### config.mk
export PLATFORM = sky130hd
export DESIGN_NAME = i2c_dac2_regif
export DESIGN_NICKNAME = d
export VERILOG_FILES = /design/src/rtl/dacif_pkg.sv /design/src/rtl/dacif_sync.sv /design/src/rtl/dacif_regs.sv /design/src/rtl/i2c_dac2_regif.sv
export SDC_FILE = /design/constraint.sdc
export NUM_CORES = 1
export LEC_CHECK = 0
export ABC_AREA = 1
export ABC_CLOCK_PERIOD_IN_PS = 2600
export CAP_MARGIN = 15
export CORE_ASPECT_RATIO = 2
export CORE_MARGIN = 1.5
export CORE_UTILIZATION = 45
export DETAILED_ROUTE_END_ITERATION = 7
export GPL_TIMING_DRIVEN = 0
export SLEW_MARGIN = 20
export SYNTH_ARGS = -nofsm -noshare
export SYNTH_HDL_FRONTEND = slang
export SYNTH_SLANG_ARGS = --single-unit
### constraint.sdc
create_clock -name clk -period 2.6 [get_ports clk]
set_input_delay 0.52 -clock clk [delete_from_list [all_inputs] [get_ports clk]]
set_output_delay 0.52 -clock clk [all_outputs]
set_load 0.01 [all_outputs]
### src/rtl/dacif_pkg.sv
package dacif_pkg;

    localparam int NCH      = 2;
    localparam int WORD_W   = 16;
    localparam int FIELD_W  = 12;
    localparam int CLR_BIT  = 13;
    localparam int LOAD_BIT = 12;
    localparam logic [WORD_W-1:0] RB_EMPTY = 16'h2000;

    typedef enum logic [2:0] {
        S_IDLE,
        S_RX,
        S_ACK,
        S_TX,
        S_MACK,
        S_SKIP
    } bus_st_e;

    typedef enum logic [2:0] {
        P_ADDR,
        P_PTR,
        P_DHI,
        P_DLO,
        P_RHI,
        P_RLO
    } phase_e;

endpackage

### src/rtl/dacif_sync.sv
module dacif_sync #(
    parameter int STAGES = 2
) (
    input  logic clk,
    input  logic rst_n,
    input  logic raw_i,
    output logic lvl_o,
    output logic rise_o,
    output logic fall_o
);

    typedef struct packed {
        logic [STAGES-1:0] chain;
        logic              prev;
    } sync_t;

    sync_t s_d, s_q;

    always_comb begin
        s_d       = s_q;
        s_d.chain = {s_q.chain[STAGES-2:0], raw_i};
        s_d.prev  = s_q.chain[STAGES-1];
    end

    always_ff @(posedge clk or negedge rst_n) begin
        if (!rst_n) begin
            s_q.chain <= '1;
            s_q.prev  <= 1'b1;
        end else begin
            s_q <= s_d;
        end
    end

    assign lvl_o  = s_q.chain[STAGES-1];
    assign rise_o = s_q.chain[STAGES-1] & ~s_q.prev;
    assign fall_o = ~s_q.chain[STAGES-1] & s_q.prev;

endmodule

### src/rtl/dacif_regs.sv
module dacif_regs
    import dacif_pkg::*;
#(
    parameter int DATA_W = 12,
    parameter int CH     = NCH
) (
    input  logic                       clk,
    input  logic                       rst_n,
    input  logic                       commit_i,
    input  logic [WORD_W-1:0]          word_i,
    input  logic [CH-1:0]              sel_i,
    output logic [CH-1:0][DATA_W-1:0]  inreg_o,
    output logic [CH-1:0][DATA_W-1:0]  dacreg_o,
    output logic [1:0]                 pd_o
);

    localparam int TOP_BIT = FIELD_W - 1;

    typedef struct packed {
        logic [CH-1:0][DATA_W-1:0] inr;
        logic [CH-1:0][DATA_W-1:0] dac;
        logic [1:0]                pd;
    } bank_t;

    bank_t r_d, r_q;
    logic [DATA_W-1:0] field;

    assign field = word_i[TOP_BIT -: DATA_W];

    always_comb begin
        r_d = r_q;
        if (commit_i) begin
            r_d.pd = word_i[WORD_W-1 -: 2];
            if (!word_i[CLR_BIT]) begin
                r_d.inr = '0;
                r_d.dac = '0;
            end else begin
                for (int ch = 0; ch < CH; ch++) begin
                    if (sel_i[ch]) begin
                        r_d.inr[ch] = field;
                    end
                end
                if (!word_i[LOAD_BIT]) begin
                    r_d.dac = r_d.inr;
                end
            end
        end
    end

    always_ff @(posedge clk or negedge rst_n) begin
        if (!rst_n) begin
            r_q <= '0;
        end else begin
            r_q <= r_d;
        end
    end

    assign inreg_o  = r_q.inr;
    assign dacreg_o = r_q.dac;
    assign pd_o     = r_q.pd;

endmodule

### src/rtl/i2c_dac2_regif.sv
module i2c_dac2_regif
    import dacif_pkg::*;
#(
    parameter int         DATA_W  = 12,
    parameter int         STAGES  = 2,
    parameter logic [5:0] ADDR_HI = 6'b000110
) (
    input  logic              clk,
    input  logic              rst_n,
    input  logic              a0_i,
    input  logic              scl_i,
    input  logic              sda_i,
    output logic              sda_oe_o,
    output logic [DATA_W-1:0] dac_a_o,
    output logic [DATA_W-1:0] dac_b_o,
    output logic [1:0]        pwrdn_o
);

    localparam int TOP_BIT = FIELD_W - 1;
    localparam int CNT_W   = 4;
    localparam logic [CNT_W-1:0] LAST_BIT = CNT_W'(8);

    typedef struct packed {
        bus_st_e           st;
        phase_e            ph;
        logic [CNT_W-1:0]  cnt;
        logic [7:0]        sh;
        logic [7:0]        hold;
        logic [7:0]        tx;
        logic [1:0]        ptr;
        logic              nack;
        logic              oe;
        logic              commit;
        logic [WORD_W-1:0] word;
    } ctl_t;

    ctl_t c_d, c_q;

    logic scl_lvl, scl_rise, scl_fall;
    logic sda_lvl, sda_rise, sda_fall;
    logic start_ev, stop_ev;

    logic                          commit_w;
    logic [WORD_W-1:0]             word_w;
    logic [NCH-1:0]                ptr_w;
    logic [NCH-1:0][DATA_W-1:0]    inreg_w;
    logic [NCH-1:0][DATA_W-1:0]    dacreg_w;

    logic [FIELD_W-1:0] rb_field;
    logic [WORD_W-1:0]  rb_word;
    logic [7:0]         next_tx;

    dacif_sync #(.STAGES(STAGES)) u_scl_sync (
        .clk    (clk),
        .rst_n  (rst_n),
        .raw_i  (scl_i),
        .lvl_o  (scl_lvl),
        .rise_o (scl_rise),
        .fall_o (scl_fall)
    );

    dacif_sync #(.STAGES(STAGES)) u_sda_sync (
        .clk    (clk),
        .rst_n  (rst_n),
        .raw_i  (sda_i),
        .lvl_o  (sda_lvl),
        .rise_o (sda_rise),
        .fall_o (sda_fall)
    );

    assign start_ev = sda_fall & scl_lvl;
    assign stop_ev  = sda_rise & scl_lvl;

    // Readback word: selected input register in the word layout, A first.
    always_comb begin
        rb_field = '0;
        if (c_q.ptr[0]) begin
            rb_field[TOP_BIT -: DATA_W] = inreg_w[0];
        end else if (c_q.ptr[1]) begin
            rb_field[TOP_BIT -: DATA_W] = inreg_w[1];
        end
        if (c_q.ptr == 2'b00) begin
            rb_word = RB_EMPTY;
        end else begin
            rb_word = {pwrdn_o, 1'b1, 1'b0, rb_field};
        end
    end

    always_comb begin
        c_d        = c_q;
        c_d.commit = 1'b0;
        next_tx    = rb_word[15:8];
        if (start_ev) begin
            c_d.st  = S_RX;
            c_d.ph  = P_ADDR;
            c_d.cnt = '0;
            c_d.oe  = 1'b0;
        end else if (stop_ev) begin
            c_d.st  = S_IDLE;
            c_d.cnt = '0;
            c_d.oe  = 1'b0;
        end else begin
            case (c_q.st)
                S_RX: begin
                    if (scl_rise && c_q.cnt < LAST_BIT) begin
                        c_d.sh  = {c_q.sh[6:0], sda_lvl};
                        c_d.cnt = c_q.cnt + CNT_W'(1);
                    end else if (scl_fall && c_q.cnt == LAST_BIT) begin
                        c_d.cnt = '0;
                        c_d.oe  = 1'b1;
                        c_d.st  = S_ACK;
                        case (c_q.ph)
                            P_ADDR: begin
                                if (c_q.sh[7:1] == {ADDR_HI, a0_i}) begin
                                    c_d.ph = c_q.sh[0] ? P_RHI : P_PTR;
                                end else begin
                                    c_d.oe = 1'b0;
                                    c_d.st = S_SKIP;
                                end
                            end
                            P_PTR: begin
                                c_d.ptr = c_q.sh[1:0];
                                c_d.ph  = P_DHI;
                            end
                            P_DHI: begin
                                c_d.hold = c_q.sh;
                                c_d.ph   = P_DLO;
                            end
                            default: begin
                                c_d.commit = 1'b1;
                                c_d.word   = {c_q.hold, c_q.sh};
                                c_d.ph     = P_DHI;
                            end
                        endcase
                    end
                end
                S_ACK: begin
                    if (scl_fall) begin
                        c_d.cnt = '0;
                        if (c_q.ph == P_RHI) begin
                            c_d.st = S_TX;
                            c_d.tx = rb_word[15:8];
                            c_d.oe = ~rb_word[15];
                        end else begin
                            c_d.st = S_RX;
                            c_d.oe = 1'b0;
                        end
                    end
                end
                S_TX: begin
                    if (scl_rise) begin
                        c_d.cnt = c_q.cnt + CNT_W'(1);
                    end else if (scl_fall) begin
                        if (c_q.cnt == LAST_BIT) begin
                            c_d.oe = 1'b0;
                            c_d.st = S_MACK;
                        end else begin
                            c_d.tx = {c_q.tx[6:0], 1'b0};
                            c_d.oe = ~c_q.tx[6];
                        end
                    end
                end
                S_MACK: begin
                    if (scl_rise) begin
                        c_d.nack = sda_lvl;
                    end else if (scl_fall) begin
                        if (c_q.nack) begin
                            c_d.st = S_SKIP;
                            c_d.oe = 1'b0;
                        end else begin
                            if (c_q.ph == P_RHI) begin
                                c_d.ph  = P_RLO;
                                next_tx = rb_word[7:0];
                            end else begin
                                c_d.ph  = P_RHI;
                                next_tx = rb_word[15:8];
                            end
                            c_d.tx  = next_tx;
                            c_d.oe  = ~next_tx[7];
                            c_d.cnt = '0;
                            c_d.st  = S_TX;
                        end
                    end
                end
                default: begin
                end
            endcase
        end
    end

    always_ff @(posedge clk or negedge rst_n) begin
        if (!rst_n) begin
            c_q      <= '0;
            c_q.st   <= S_IDLE;
            c_q.ph   <= P_ADDR;
        end else begin
            c_q <= c_d;
        end
    end

    assign commit_w = c_q.commit;
    assign word_w   = c_q.word;
    assign ptr_w    = c_q.ptr;
    assign sda_oe_o = c_q.oe;

    dacif_regs #(.DATA_W(DATA_W), .CH(NCH)) u_regs (
        .clk      (clk),
        .rst_n    (rst_n),
        .commit_i (commit_w),
        .word_i   (word_w),
        .sel_i    (ptr_w),
        .inreg_o  (inreg_w),
        .dacreg_o (dacreg_w),
        .pd_o     (pwrdn_o)
    );

    assign dac_a_o = dacreg_w[0];
    assign dac_b_o = dacreg_w[1];

endmodule

==> impl_results.md <==
- Gpl congestion: 0.9581
- DRT Wirelength: 15.44 mm
- Sequential share of the synthesized area: 51.64%
- Detailed Route Iter0 Violations: 238
- Sink Count: 110
- Final number of setup-violating endpoints: 0
- Status: completed
- Async set-or-reset flop fraction in the synthesized netlist: 100.0%
- Power density over the cells: 763.3 mW/mm^2
- Fin cells: 877
- Placed insts: 861
- FF-to-FF path depth: 10
- Unrepaired setup endpoints after global routing: no
- Cts hold-fix bufs: 0
- Input/output buffers: 31
- Routed wl met2: 8.301 mm
- Reg clk slew, reported paths: 80 ps
- Rel. slew slack: 57.63%
- Wire length per cell: 17.61 um
- Combinational Power Share: 28.6%
- I/O pin total: 32
- Sw frac: 37.99%
- CP required: 2830 ps
- Fin crit period: 2042 ps
- Final TNS setup: 0 ps
- Met1 WL: 5.832 mm
- Core area: 0.01163 mm^2
- Fill count: 1,177
- NetSw: 1.788 mW
- Period Utilization, post-route: 78.53%
- Flop pwr share: 41.9%
- Via/cell ratio: 5.395
- Worst Slack Setup Final: 558.3 ps
- Yosys reg bits: 110
- Later-pin clock latency in the skew report: 350 ps
- Standard-cell row count: 56
- TritonCTS clock tree: yes
- Share of the synthesized area in the top cell type: 48.69%
- Syn avg cell area: 7.815 um^2
- Post-DP HPWL: 11.64 mm
- Synth area leaders: dfrtp_1, nand2_1, o21ai_0, o211ai_1, nand3_1
- Yosys Warn Count: 0
- Worst slew pin tran: 633.1 ps
- Die area: 0.01258 mm^2
- Post-CTS sizing: 0
- Clock power share: 29.5%
- Top FF cell, synth: dfrtp_1
- Final Power: 4.705 mW
- Overall Global Routing Usage: 26.73%
- Register area: 0.002760 mm^2
- Clock Path Buffers: 2
- Layout cells sized above 1: 6.967%
- Final hold vios: 0
- Nets: 734
- Placement Setup Slack: 563.9 ps
- GRT overflow: 0
- Layout area overhead: 15.33%
- Startpoint Class: flip-flop
- Final core occ: 53.00%
- First-pass GRT wire length: 25.21 mm
- Met3 WL post-DR: 480 um
- EDFF count, synth: 0
- Vias in the first global route: 4,887
- Slew Limit Fails: 0
- Worst hold-check path type: input pin to async pin
- First-pass detailed-route iteration total: 5
- DRT antenna net count: 0
- Maximum resistive drop on vdd: 0.3736 mV
- Antenna cell count: 0
- Crit path capture type: flip-flop
- Max layer used: met4
- LEAKAGE: 2.797 nW
- Final worst clock skew: 8.207 ps
- Multi-input gate area: 0.002271 mm^2
- P_int: 2.918 mW
- FF-to-FF Start: c_q[45]
- Mapped Nets: 691
- Width of the die: 80.07 um
- Worst-path maximum fanout: 10
- CTS H-tree depth: 3
- Crit path DAT: 2280 ps
- Crit path kind: flip-flop to flip-flop
- Die height: 157.1 um
- Cell area after synthesis: 0.005345 mm^2
- Cells after Synth: 684
- Setup Fix Bufs, Post-CTS: 0
- Via count: 4,731
- Largest net degree at the start of global routing: 65
- Synth unique cells: 30
- R2r setup slk: 560 ps
- Max Clk Rate: 489.8 MHz
- Root Buffer: clkbuf_16
- Num CTS Buffers: 9
- Critical R2R Capture: word_w[9]
- DRC errors left: 0
- Cell taking the most area after synthesis: dfrtp_1
- Antenna violations before repair: 0
- Max cap viols: 0
- Initial Util: 45.96%
-- kinds of logic after synthesis --
kind of cell | Yosys count | share of synthesized area (%)
AOI/OAI and AO/OA | 131 | 13.74
xor gates and xnor gates | 1 | 0.1639
adders and majority gates | 2 | 0.4681
buffers and inverters | 80 | 5.875
DFF | 110 | 51.64
muxes | 3 | 0.5618
and+or+nand+nor | 357 | 27.55
-- routing by layer --
| layer | global-route usage, % | up-vias |
|---|---|---|
| met2 | 47.74 | 124 |
| met4 | 15.68 | 0 |
| met3 | 3.478 | 44 |
| li1 | - | 2302 |
| met1 | 29.46 | 2261 |
| met5 | 0 | - |
-- how the worst max path moves through the flow --
stage	cells past startpoint	endpoint	start
final	10	word_w[9]	c_q[45]
after global routing	11	word_w[11]	c_q[45]
after CTS	10	word_w[9]	c_q[45]
after detailed placement	10	word_w[9]	c_q[45]
after global placement	1	c_q[30]	rst_n
after floorplan	10	word_w[0]	c_q[45]
-- synthesized netlist by cell type, types with 6 or more instances --
cell      number
a21oi_1        7
buf_2          8
clkbuf_1      17
dfrtp_1      104
dfstp_2        6
inv_1         45
inv_2          8
nand2_1      261
nand3_1       40
nor2_1        41
o211ai_1      27
o21ai_0       81
o21ai_1       11
-- power by group through the flow --
stage	Clock [mW]	Combinational (mW)	Sequential [mW]
after floorplan	0	0.953	1.97
after global placement	0	1.30	1.99
after detailed placement	0	1.33	2.00
after CTS	1.42	1.34	1.97
after global routing	1.48	1.53	1.99
final	1.39	1.35	1.97
-- per-stage QoR --
step | hold slack [ps] | cell area (um^2)
after floorplan | 224.4 | 5345
after global placement | 348.1 | 5837
after detailed placement | 347.8 | 5866
after CTS | 101.5 | 6165
after global routing | 108.9 | 6165
final | 75.94 | 6165
-- state kept, by name, indices dropped and copies added (netlist names) --
| signal | flops |
|---|---|
| u_regs.inreg_o | 24 |
| c_q | 34 |
| u_scl_sync.s_d | 1 |
| u_sda_sync.lvl_o | 1 |
| word_w | 16 |
| u_sda_sync.s_q | 1 |
| u_regs.pd_o | 2 |
| u_scl_sync.lvl_o | 1 |
| u_scl_sync.s_q | 1 |
| u_regs.dacreg_o | 24 |
| ptr_w | 2 |
| u_sda_sync.s_d | 1 |
| sda_oe_o | 1 |
| commit_w | 1 |
-- placed cells by master (no fill, tap or decap), drive strengths merged, types with 4 or more instances in the layout --
cell type	instances
inv	57
clkbuf	26
clkdlybuf4s50	30
nand3	44
o211ai	27
dfstp	6
nand4	4
nor2	45
o21ai	92
dfrtp	104
buf	11
a21oi	7
nand2	262
-- critical path: stages (launching register included) --
cell and delay, ps:
dfrtp_1 420, inv_1 130, ha_1 150, nand2_1 50
nor2_1 270, nand2_1 190, inv_2 140, nand3_1 180
inv_2 120, buf_4 180, o21ai_0 90
-- cell type report --
| cell class | instances | area share (%) |
|---|---|---|
| clock buffer | 9 | 3.653 |
| inverter | 54 | 3.288 |
| timing repair buffer | 32 | 5.500 |
| multi-input combinational | 494 | 36.84 |
| buffer | 26 | 1.806 |
| sequential | 110 | 44.77 |
| clock inverter | 7 | 1.197 |
| tap | 145 | 2.943 |
Note: power is estimated with default switching activity, not from simulation.
